**config.mk**
```make
export PLATFORM = sky130hd
export DESIGN_NAME = pq_src_ctrl
export DESIGN_NICKNAME = d
export VERILOG_FILES = /design/src/rtl/pq_src_pkg.sv /design/src/rtl/pq_decode.sv /design/src/rtl/pq_cell.sv /design/src/rtl/pq_notify_q.sv /design/src/rtl/pq_src_ctrl.sv
export SDC_FILE = /design/constraint.sdc
export NUM_CORES = 1
export LEC_CHECK = 0
export BUFFER_PORTS_ARGS = -buffer_cell sky130_fd_sc_hd__buf_2
export CORE_UTILIZATION = 49
export CTS_CLUSTER_DIAMETER = 120
export DETAILED_ROUTE_END_ITERATION = 16
export MAX_ROUTING_LAYER = met4
export PLACE_DENSITY_LB_ADDON = 0.08
export SYNTH_ARGS = -nofsm -noshare
export SYNTH_HDL_FRONTEND = slang
export SYNTH_SLANG_ARGS = --single-unit
```
**constraint.sdc**
```tcl
create_clock -name clk_i -period 3 [get_ports clk_i]
set_input_delay 0.75 -clock clk_i [delete_from_list [all_inputs] [get_ports clk_i]]
set_output_delay 0.75 -clock clk_i [all_outputs]
set_load 0.03 [all_outputs]
```
**src/rtl/pq_src_pkg.sv**
```systemverilog
package pq_src_pkg;
  typedef enum logic [1:0] {
    PQ_RESET  = 2'b00,
    PQ_OFF    = 2'b01,
    PQ_PEND   = 2'b10,
    PQ_QUEUED = 2'b11
  } pq_t;

  typedef enum logic [2:0] {
    OP_NONE,
    OP_TRIG,
    OP_EOI_ST,
    OP_EOI_LD,
    OP_GET,
    OP_SET
  } op_t;

  localparam int unsigned PAGE_SHIFT = 16;
  localparam logic [1:0]  SIZE_8B    = 2'd3;

  function automatic pq_t pq_on_trig(pq_t s);
    case (s)
      PQ_RESET: return PQ_PEND;
      PQ_PEND:  return PQ_QUEUED;
      default:  return s;
    endcase
  endfunction

  function automatic pq_t pq_on_eoi(pq_t s);
    case (s)
      PQ_PEND:   return PQ_RESET;
      PQ_QUEUED: return PQ_PEND;
      default:   return s;
    endcase
  endfunction
endpackage

```
**src/rtl/pq_decode.sv**
```systemverilog
module pq_decode
  import pq_src_pkg::*;
#(
  parameter int unsigned N_SRC  = 6,
  parameter int unsigned ADDR_W = 19,
  localparam int unsigned IDX_W = ADDR_W - PAGE_SHIFT
) (
  input  logic              req_i,
  input  logic              we_i,
  input  logic [1:0]        size_i,
  input  logic [ADDR_W-1:0] addr_i,
  output op_t               op_o,
  output logic [IDX_W-1:0]  idx_o,
  output pq_t               set_val_o,
  output logic              bad_o
);
  localparam logic [IDX_W:0] IDX_LIM = (IDX_W+1)'(N_SRC);

  logic [3:0] off;
  logic       in_range;
  logic       unused_addr_bits;

  assign off              = addr_i[11:8];
  assign idx_o            = addr_i[ADDR_W-1:PAGE_SHIFT];
  assign in_range         = {1'b0, idx_o} < IDX_LIM;
  assign set_val_o        = pq_t'(off[1:0]);
  assign unused_addr_bits = ^{addr_i[15:12], addr_i[7:0]};

  always_comb begin
    op_o  = OP_NONE;
    bad_o = 1'b0;
    if (req_i) begin
      if (size_i != SIZE_8B || !in_range) begin
        bad_o = 1'b1;
      end else if (we_i) begin
        case (off)
          4'h0:    op_o = OP_TRIG;
          4'h4:    op_o = OP_EOI_ST;
          default: bad_o = 1'b1;
        endcase
      end else begin
        case (off)
          4'h0:                      op_o = OP_EOI_LD;
          4'h8:                      op_o = OP_GET;
          4'hC, 4'hD, 4'hE, 4'hF:    op_o = OP_SET;
          default:                   bad_o = 1'b1;
        endcase
      end
    end
  end
endmodule

```
**src/rtl/pq_cell.sv**
```systemverilog
module pq_cell
  import pq_src_pkg::*;
(
  input  logic clk_i,
  input  logic rst_ni,
  input  op_t  op_i,
  input  pq_t  set_val_i,
  input  logic trig_i,
  output pq_t  state_o,
  output logic notify_o
);
  pq_t  state_q, mid, nxt;
  logic port_ntf, line_ntf;

  always_comb begin
    mid      = state_q;
    port_ntf = 1'b0;
    case (op_i)
      OP_TRIG: begin
        mid      = pq_on_trig(state_q);
        port_ntf = (state_q == PQ_RESET);
      end
      OP_EOI_ST: begin
        mid      = pq_on_eoi(state_q);
        port_ntf = (state_q == PQ_QUEUED);
      end
      OP_EOI_LD: mid = pq_on_eoi(state_q);
      OP_SET:    mid = set_val_i;
      default:   mid = state_q;
    endcase
    // line trigger applies to the port result
    nxt      = trig_i ? pq_on_trig(mid) : mid;
    line_ntf = trig_i && (mid == PQ_RESET);
  end

  always_ff @(posedge clk_i or negedge rst_ni) begin
    if (!rst_ni) state_q <= PQ_OFF;
    else         state_q <= nxt;
  end

  assign state_o  = state_q;
  assign notify_o = port_ntf | line_ntf;
endmodule

```
**src/rtl/pq_notify_q.sv**
```systemverilog
module pq_notify_q #(
  parameter int unsigned N_SRC = 6,
  parameter int unsigned IDX_W = 3,
  localparam int unsigned PTR_W = (N_SRC > 1) ? $clog2(N_SRC) : 1,
  localparam int unsigned CNT_W = $clog2(N_SRC + 1)
) (
  input  logic             clk_i,
  input  logic             rst_ni,
  input  logic [N_SRC-1:0] req_i,
  output logic             valid_o,
  input  logic             ready_i,
  output logic [IDX_W-1:0] idx_o
);
  localparam logic [PTR_W-1:0] PTR_LAST = PTR_W'(N_SRC - 1);
  localparam logic [CNT_W-1:0] DEPTH    = CNT_W'(N_SRC);

  logic [N_SRC-1:0] flags_q, pick_oh;
  logic [IDX_W-1:0] pick_idx;
  logic             pick_vld, push, pop;
  logic [IDX_W-1:0] mem_q [N_SRC];
  logic [PTR_W-1:0] wr_q, rd_q;
  logic [CNT_W-1:0] cnt_q;

  always_comb begin
    pick_vld = 1'b0;
    pick_idx = '0;
    pick_oh  = '0;
    for (int i = N_SRC - 1; i >= 0; i--) begin
      if (flags_q[i]) begin
        pick_vld = 1'b1;
        pick_idx = IDX_W'(i);
        pick_oh  = N_SRC'(1) << i;
      end
    end
  end

  assign push    = pick_vld && (cnt_q < DEPTH);
  assign valid_o = (cnt_q != '0);
  assign pop     = valid_o && ready_i;
  assign idx_o   = mem_q[rd_q];

  always_ff @(posedge clk_i or negedge rst_ni) begin
    if (!rst_ni) begin
      flags_q <= '0;
      wr_q    <= '0;
      rd_q    <= '0;
      cnt_q   <= '0;
      for (int i = 0; i < N_SRC; i++) mem_q[i] <= '0;
    end else begin
      // a new request wins over the clear of a flag just moved
      flags_q <= (flags_q & ~(push ? pick_oh : '0)) | req_i;
      if (push) begin
        mem_q[wr_q] <= pick_idx;
        wr_q        <= (wr_q == PTR_LAST) ? '0 : wr_q + 1'b1;
      end
      if (pop) rd_q <= (rd_q == PTR_LAST) ? '0 : rd_q + 1'b1;
      cnt_q <= cnt_q + CNT_W'(push) - CNT_W'(pop);
    end
  end
endmodule

```
**src/rtl/pq_src_ctrl.sv**
```systemverilog
module pq_src_ctrl
  import pq_src_pkg::*;
#(
  parameter int unsigned N_SRC  = 6,
  parameter int unsigned ADDR_W = 19,
  localparam int unsigned IDX_W = ADDR_W - PAGE_SHIFT
) (
  input  logic              clk_i,
  input  logic              rst_ni,
  input  logic [N_SRC-1:0]  trig_i,
  input  logic              bus_req_i,
  input  logic              bus_we_i,
  input  logic [1:0]        bus_size_i,
  input  logic [ADDR_W-1:0] bus_addr_i,
  input  logic [63:0]       bus_wdata_i,
  output logic              bus_rvalid_o,
  output logic [63:0]       bus_rdata_o,
  output logic              bad_access_o,
  output logic              ntf_valid_o,
  input  logic              ntf_ready_i,
  output logic [IDX_W-1:0]  ntf_idx_o
);
  op_t              dec_op;
  logic [IDX_W-1:0] dec_idx;
  pq_t              dec_set;
  logic             dec_bad;
  logic [N_SRC-1:0] trig_q, trig_evt, cell_ntf;
  pq_t              cell_st [N_SRC];
  pq_t              sel_st;
  logic             unused_wdata;

  assign unused_wdata = ^bus_wdata_i;

  pq_decode #(.N_SRC(N_SRC), .ADDR_W(ADDR_W)) u_dec (
    .req_i    (bus_req_i),
    .we_i     (bus_we_i),
    .size_i   (bus_size_i),
    .addr_i   (bus_addr_i),
    .op_o     (dec_op),
    .idx_o    (dec_idx),
    .set_val_o(dec_set),
    .bad_o    (dec_bad)
  );

  always_ff @(posedge clk_i or negedge rst_ni) begin
    if (!rst_ni) trig_q <= '0;
    else         trig_q <= trig_i;
  end
  assign trig_evt = trig_i & ~trig_q;

  for (genvar g = 0; g < N_SRC; g++) begin : g_src
    op_t cell_op;
    assign cell_op = (dec_idx == IDX_W'(g)) ? dec_op : OP_NONE;
    pq_cell u_cell (
      .clk_i    (clk_i),
      .rst_ni   (rst_ni),
      .op_i     (cell_op),
      .set_val_i(dec_set),
      .trig_i   (trig_evt[g]),
      .state_o  (cell_st[g]),
      .notify_o (cell_ntf[g])
    );
  end

  always_comb begin
    sel_st = PQ_OFF;
    for (int i = 0; i < N_SRC; i++) begin
      if (dec_idx == IDX_W'(i)) sel_st = cell_st[i];
    end
  end

  always_ff @(posedge clk_i or negedge rst_ni) begin
    if (!rst_ni) begin
      bus_rvalid_o <= 1'b0;
      bus_rdata_o  <= '0;
      bad_access_o <= 1'b0;
    end else begin
      bus_rvalid_o <= bus_req_i && !bus_we_i;
      bad_access_o <= dec_bad;
      if (bus_req_i && !bus_we_i)
        bus_rdata_o <= dec_bad ? '1 : {62'd0, sel_st};
    end
  end

  pq_notify_q #(.N_SRC(N_SRC), .IDX_W(IDX_W)) u_ntf (
    .clk_i  (clk_i),
    .rst_ni (rst_ni),
    .req_i  (cell_ntf),
    .valid_o(ntf_valid_o),
    .ready_i(ntf_ready_i),
    .idx_o  (ntf_idx_o)
  );
endmodule

```
==> results.txt <==
----------------------------------------------------
[Placed design]
  Final GP Congestion ... 0.976
  Placed wire-length estimate ... 6.77 mm
  Port-buffer cells ... 89
  Placement-stage cell area ... 0.00405 mm^2

[STA]
  Fin Clk Skew ... 8.91 ps
  Total Neg Setup Slack ... 0 ps
  Unrepaired setup endpoints after global routing ... no
  Worst slew pin tran ... 651 ps
  Fmax ... 0.374 GHz
  Worst hold slack ... 451 ps
  Final critical delay including setup and external delays ... 2670 ps
  Slew HR ... 56.6%
  Post-route clock period utilization ... 89.1%
  Max Transition Viols Final ... 0
  Number of failing setup endpoints in the final timing report ... 0
  Number of hold violations in the final report ... 0

[Synthesis]
  Average cell area after synthesis ... 9.62 um^2
  Number of distinct library cells after synthesis ... 73
  Most frequently used flop master after synthesis ... sky130_fd_sc_hd__dfrtp_1
  Netlist area before placement ... 0.00386 mm^2
  Area leader, netlist ... sky130_fd_sc_hd__dfrtp_1
  Synth area leaders ... sky130_fd_sc_hd__dfrtp_1 32%, sky130_fd_sc_hd__buf_4 12%, sky130_fd_sc_hd__mux2_2 5.8%
  Number of warnings reported in the yosys synthesis log ... 0
  Cells after synthesis ... 401
  Post-synthesis net count ... 501
  EDFF count, synth ... 0
  Sequential-to-total area share from yosys stat ... 36.5%
  Post-synth top area share ... 32.4%
  Fraction of synthesis flops using an asynchronous set or reset pin ... 100%
  Yosys reg bits ... 56

[Worst setup path]
  CP startpoint kind ... flop
  Type of destination of the critical path ... output pin
  Endpoint arrival time on the critical path ... 1920 ps
  Crit Path Max Fanout ... 8
  Number of cells on the worst reg-to-reg path ... 9
  Crit path capture ... ntf_idx_o[0]
  Startpoint of the most critical setup path ... u_ntf.rd_q[0]
  Reg2Reg Launch Point ... u_ntf.cnt_q[1]
  Crit Reg-Reg Endpoint ... u_ntf.cnt_q[2]
  Start-to-end type of the worst setup path ... reg2out
  Required time at the endpoint of the critical path ... 2250 ps
  Setup slack of the most critical reg-to-reg path ... 700 ps

[Cells and area]
  Final non-filler cell area ... 0.00414 mm^2
  Total inserted antenna cells ... 0
  Commonest non-fill, non-tap cells in the layout ... 89 x sky130_fd_sc_hd__buf_2, 50 x sky130_fd_sc_hd__dfrtp_1, 21 x sky130_fd_sc_hd__nor2_1
  Area growth from synthesis to layout ... 7.40%
  Final nets ... 539
  Most common cell after layout, fill and taps aside ... sky130_fd_sc_hd__buf_2
  Fraction of layout cells with a size suffix above 1 ... 35.2%
  Utilization after layout ... 55.6%

[Clocking]
  Number of buffers added to fix hold violations after cts ... 0
  Cts bufs inserted ... 5
  Number of clock sinks ... 56
  Clock tree from TritonCTS ... done
  H-tree lvl count ... 2
  CTS root buffer ... sky130_fd_sc_hd__clkbuf_8
  Clock latency reported for the late side of the worst-skew pair ... 310 ps
  Clock-pin transition on the worst setup and hold timing paths ... 110 ps
  Setup Buffers After CTS ... 0
  Buffers from clock root to sink, at most ... 2
  Number of resized instances in the post-cts repair step ... 0

[Drt]
  Number of iterations in the first detailed-routing pass ... 4
  Routed WL ... 8.86 mm
  Vias per inst ... 5.71
  Drt first-iter violations ... 126
  # DRC ... 0
  Antenna-violating nets left ... 0
  Vias after detailed routing ... 3075
  Routed length per instance ... 16.4 um

[Floorplanning]
  Width of the chip ... 90.7 um
  Starting density of the core ... 51.8%
  Count of boundary I/O pins ... 166
  Die Outline Area ... 0.00823 mm^2
  Vertical die dimension ... 90.7 um
  Placement row count ... 31
  Area of the core ... 0.00745 mm^2

[Global routing]
  Initial antenna violation count ... 0
  First-pass GRT wire length ... 14.2 mm
  Overall track demand over capacity in global routing ... 22.2%
  Pin count of the biggest net entering global routing ... 64
  Total congestion overflow ... 0
  Number of global-route vias before repair ... 2816

[Pwr]
  LEAKAGE ... 1.86 nW
  VDD IR-drop max ... 254 uV
  Total power divided by cell area ... 690 mW/mm^2

[Hold path]
  Class of the worst hold path ... in2async

[Job]
  Reported max-cap violation count ... 0

[Run status]
  Outcome ... finished clean

----------------------------------------------------
stage by stage:
stage	setup WS (ps)	power, mW	std cells
final	328	2.86	539
after global routing	229	3.06	539
after CTS	289	2.89	539
after detailed placement	250	2.46	531
after global placement	263	2.43	531
after floorplan	463	2.24	401
report_power, final:
part	total [mW]	leakage (nW)	internal, mW	switching (mW)
sequential	1.19	0.689	0.979	0.207
combinational	1.25	1.13	0.513	0.736
clock	0.425	0.0445	0.167	0.258
total	2.86	1.86	1.66	1.20
synth_stat cells, drive strengths merged, types with 8 or more instances:
cell type and instances:
buf 65, dfrtp 50, nor2 21, mux2 20
nand2 19, o21ai 19, nor3 14, nand2b 13
inv 12, clkbuf 10, nand3 9, a21o 8
per-layer routing:
layer	track usage, %	up-vias	wire [um]
met5	-	-	0
met4	6.45	0	127
met3	2.78	11	472
met2	36.4	97	4360
met1	28.9	1480	3890
li1	-	1487	-
area by class of cell:
type | instances | area (um^2)
repair buffers | 106 | 586
flip-flops and latches | 56 | 1410
multi-input cells | 258 | 1890
clock inverters | 3 | 21.3
clock buffers | 5 | 68.8
well taps | 99 | 124
fillers | 682 | 3310
inverters | 12 | 45.0
critical path, stage by stage (launching register included):
cell and delay [ps]:
sky130_fd_sc_hd__dfrtp_1 620, sky130_fd_sc_hd__mux4_2 550, sky130_fd_sc_hd__mux2_2 260, sky130_fd_sc_hd__buf_2 170
kinds of logic (layout without fill, tap and decap cells):
group,Yosys count,after routing,synth area share (%)
AND/OR/NAND/NOR,125,125,18.2
buffers and inverters,87,126,14.5
XOR/XNOR,4,4,0.909
adder cells (fa/ha/maj),5,5,1.75
multiplexers,31,31,9.99
AO/OA/AOI/OAI,93,93,18.1
flip-flops,56,56,36.5
registers in the layout, summed over array words and instances, names as in the netlist:
register / count
u_ntf.mem_q: 18
g_src.u_cell.state_o: 12
trig_q: 6
u_ntf.flags_q: 6
bus_rdata_o: 3
u_ntf.cnt_q: 3
u_ntf.rd_q: 3
u_ntf.wr_q: 3
bad_access_o: 1
bus_rvalid_o: 1
how the worst min path moves through the flow:
stage / cells past startpoint / slack [ps] / end
global placement: 1 / 460 / bus_rdata_o[0]
finish: 1 / 450 / u_ntf.mem_q[12]
floorplan: 0 / 450 / bad_access_o
global route: 1 / 490 / u_ntf.mem_q[12]
detailed placement: 2 / 480 / bus_rdata_o[1]
CTS: 1 / 470 / u_ntf.mem_q[12]
Note: power is estimated with default switching activity, not from simulation.
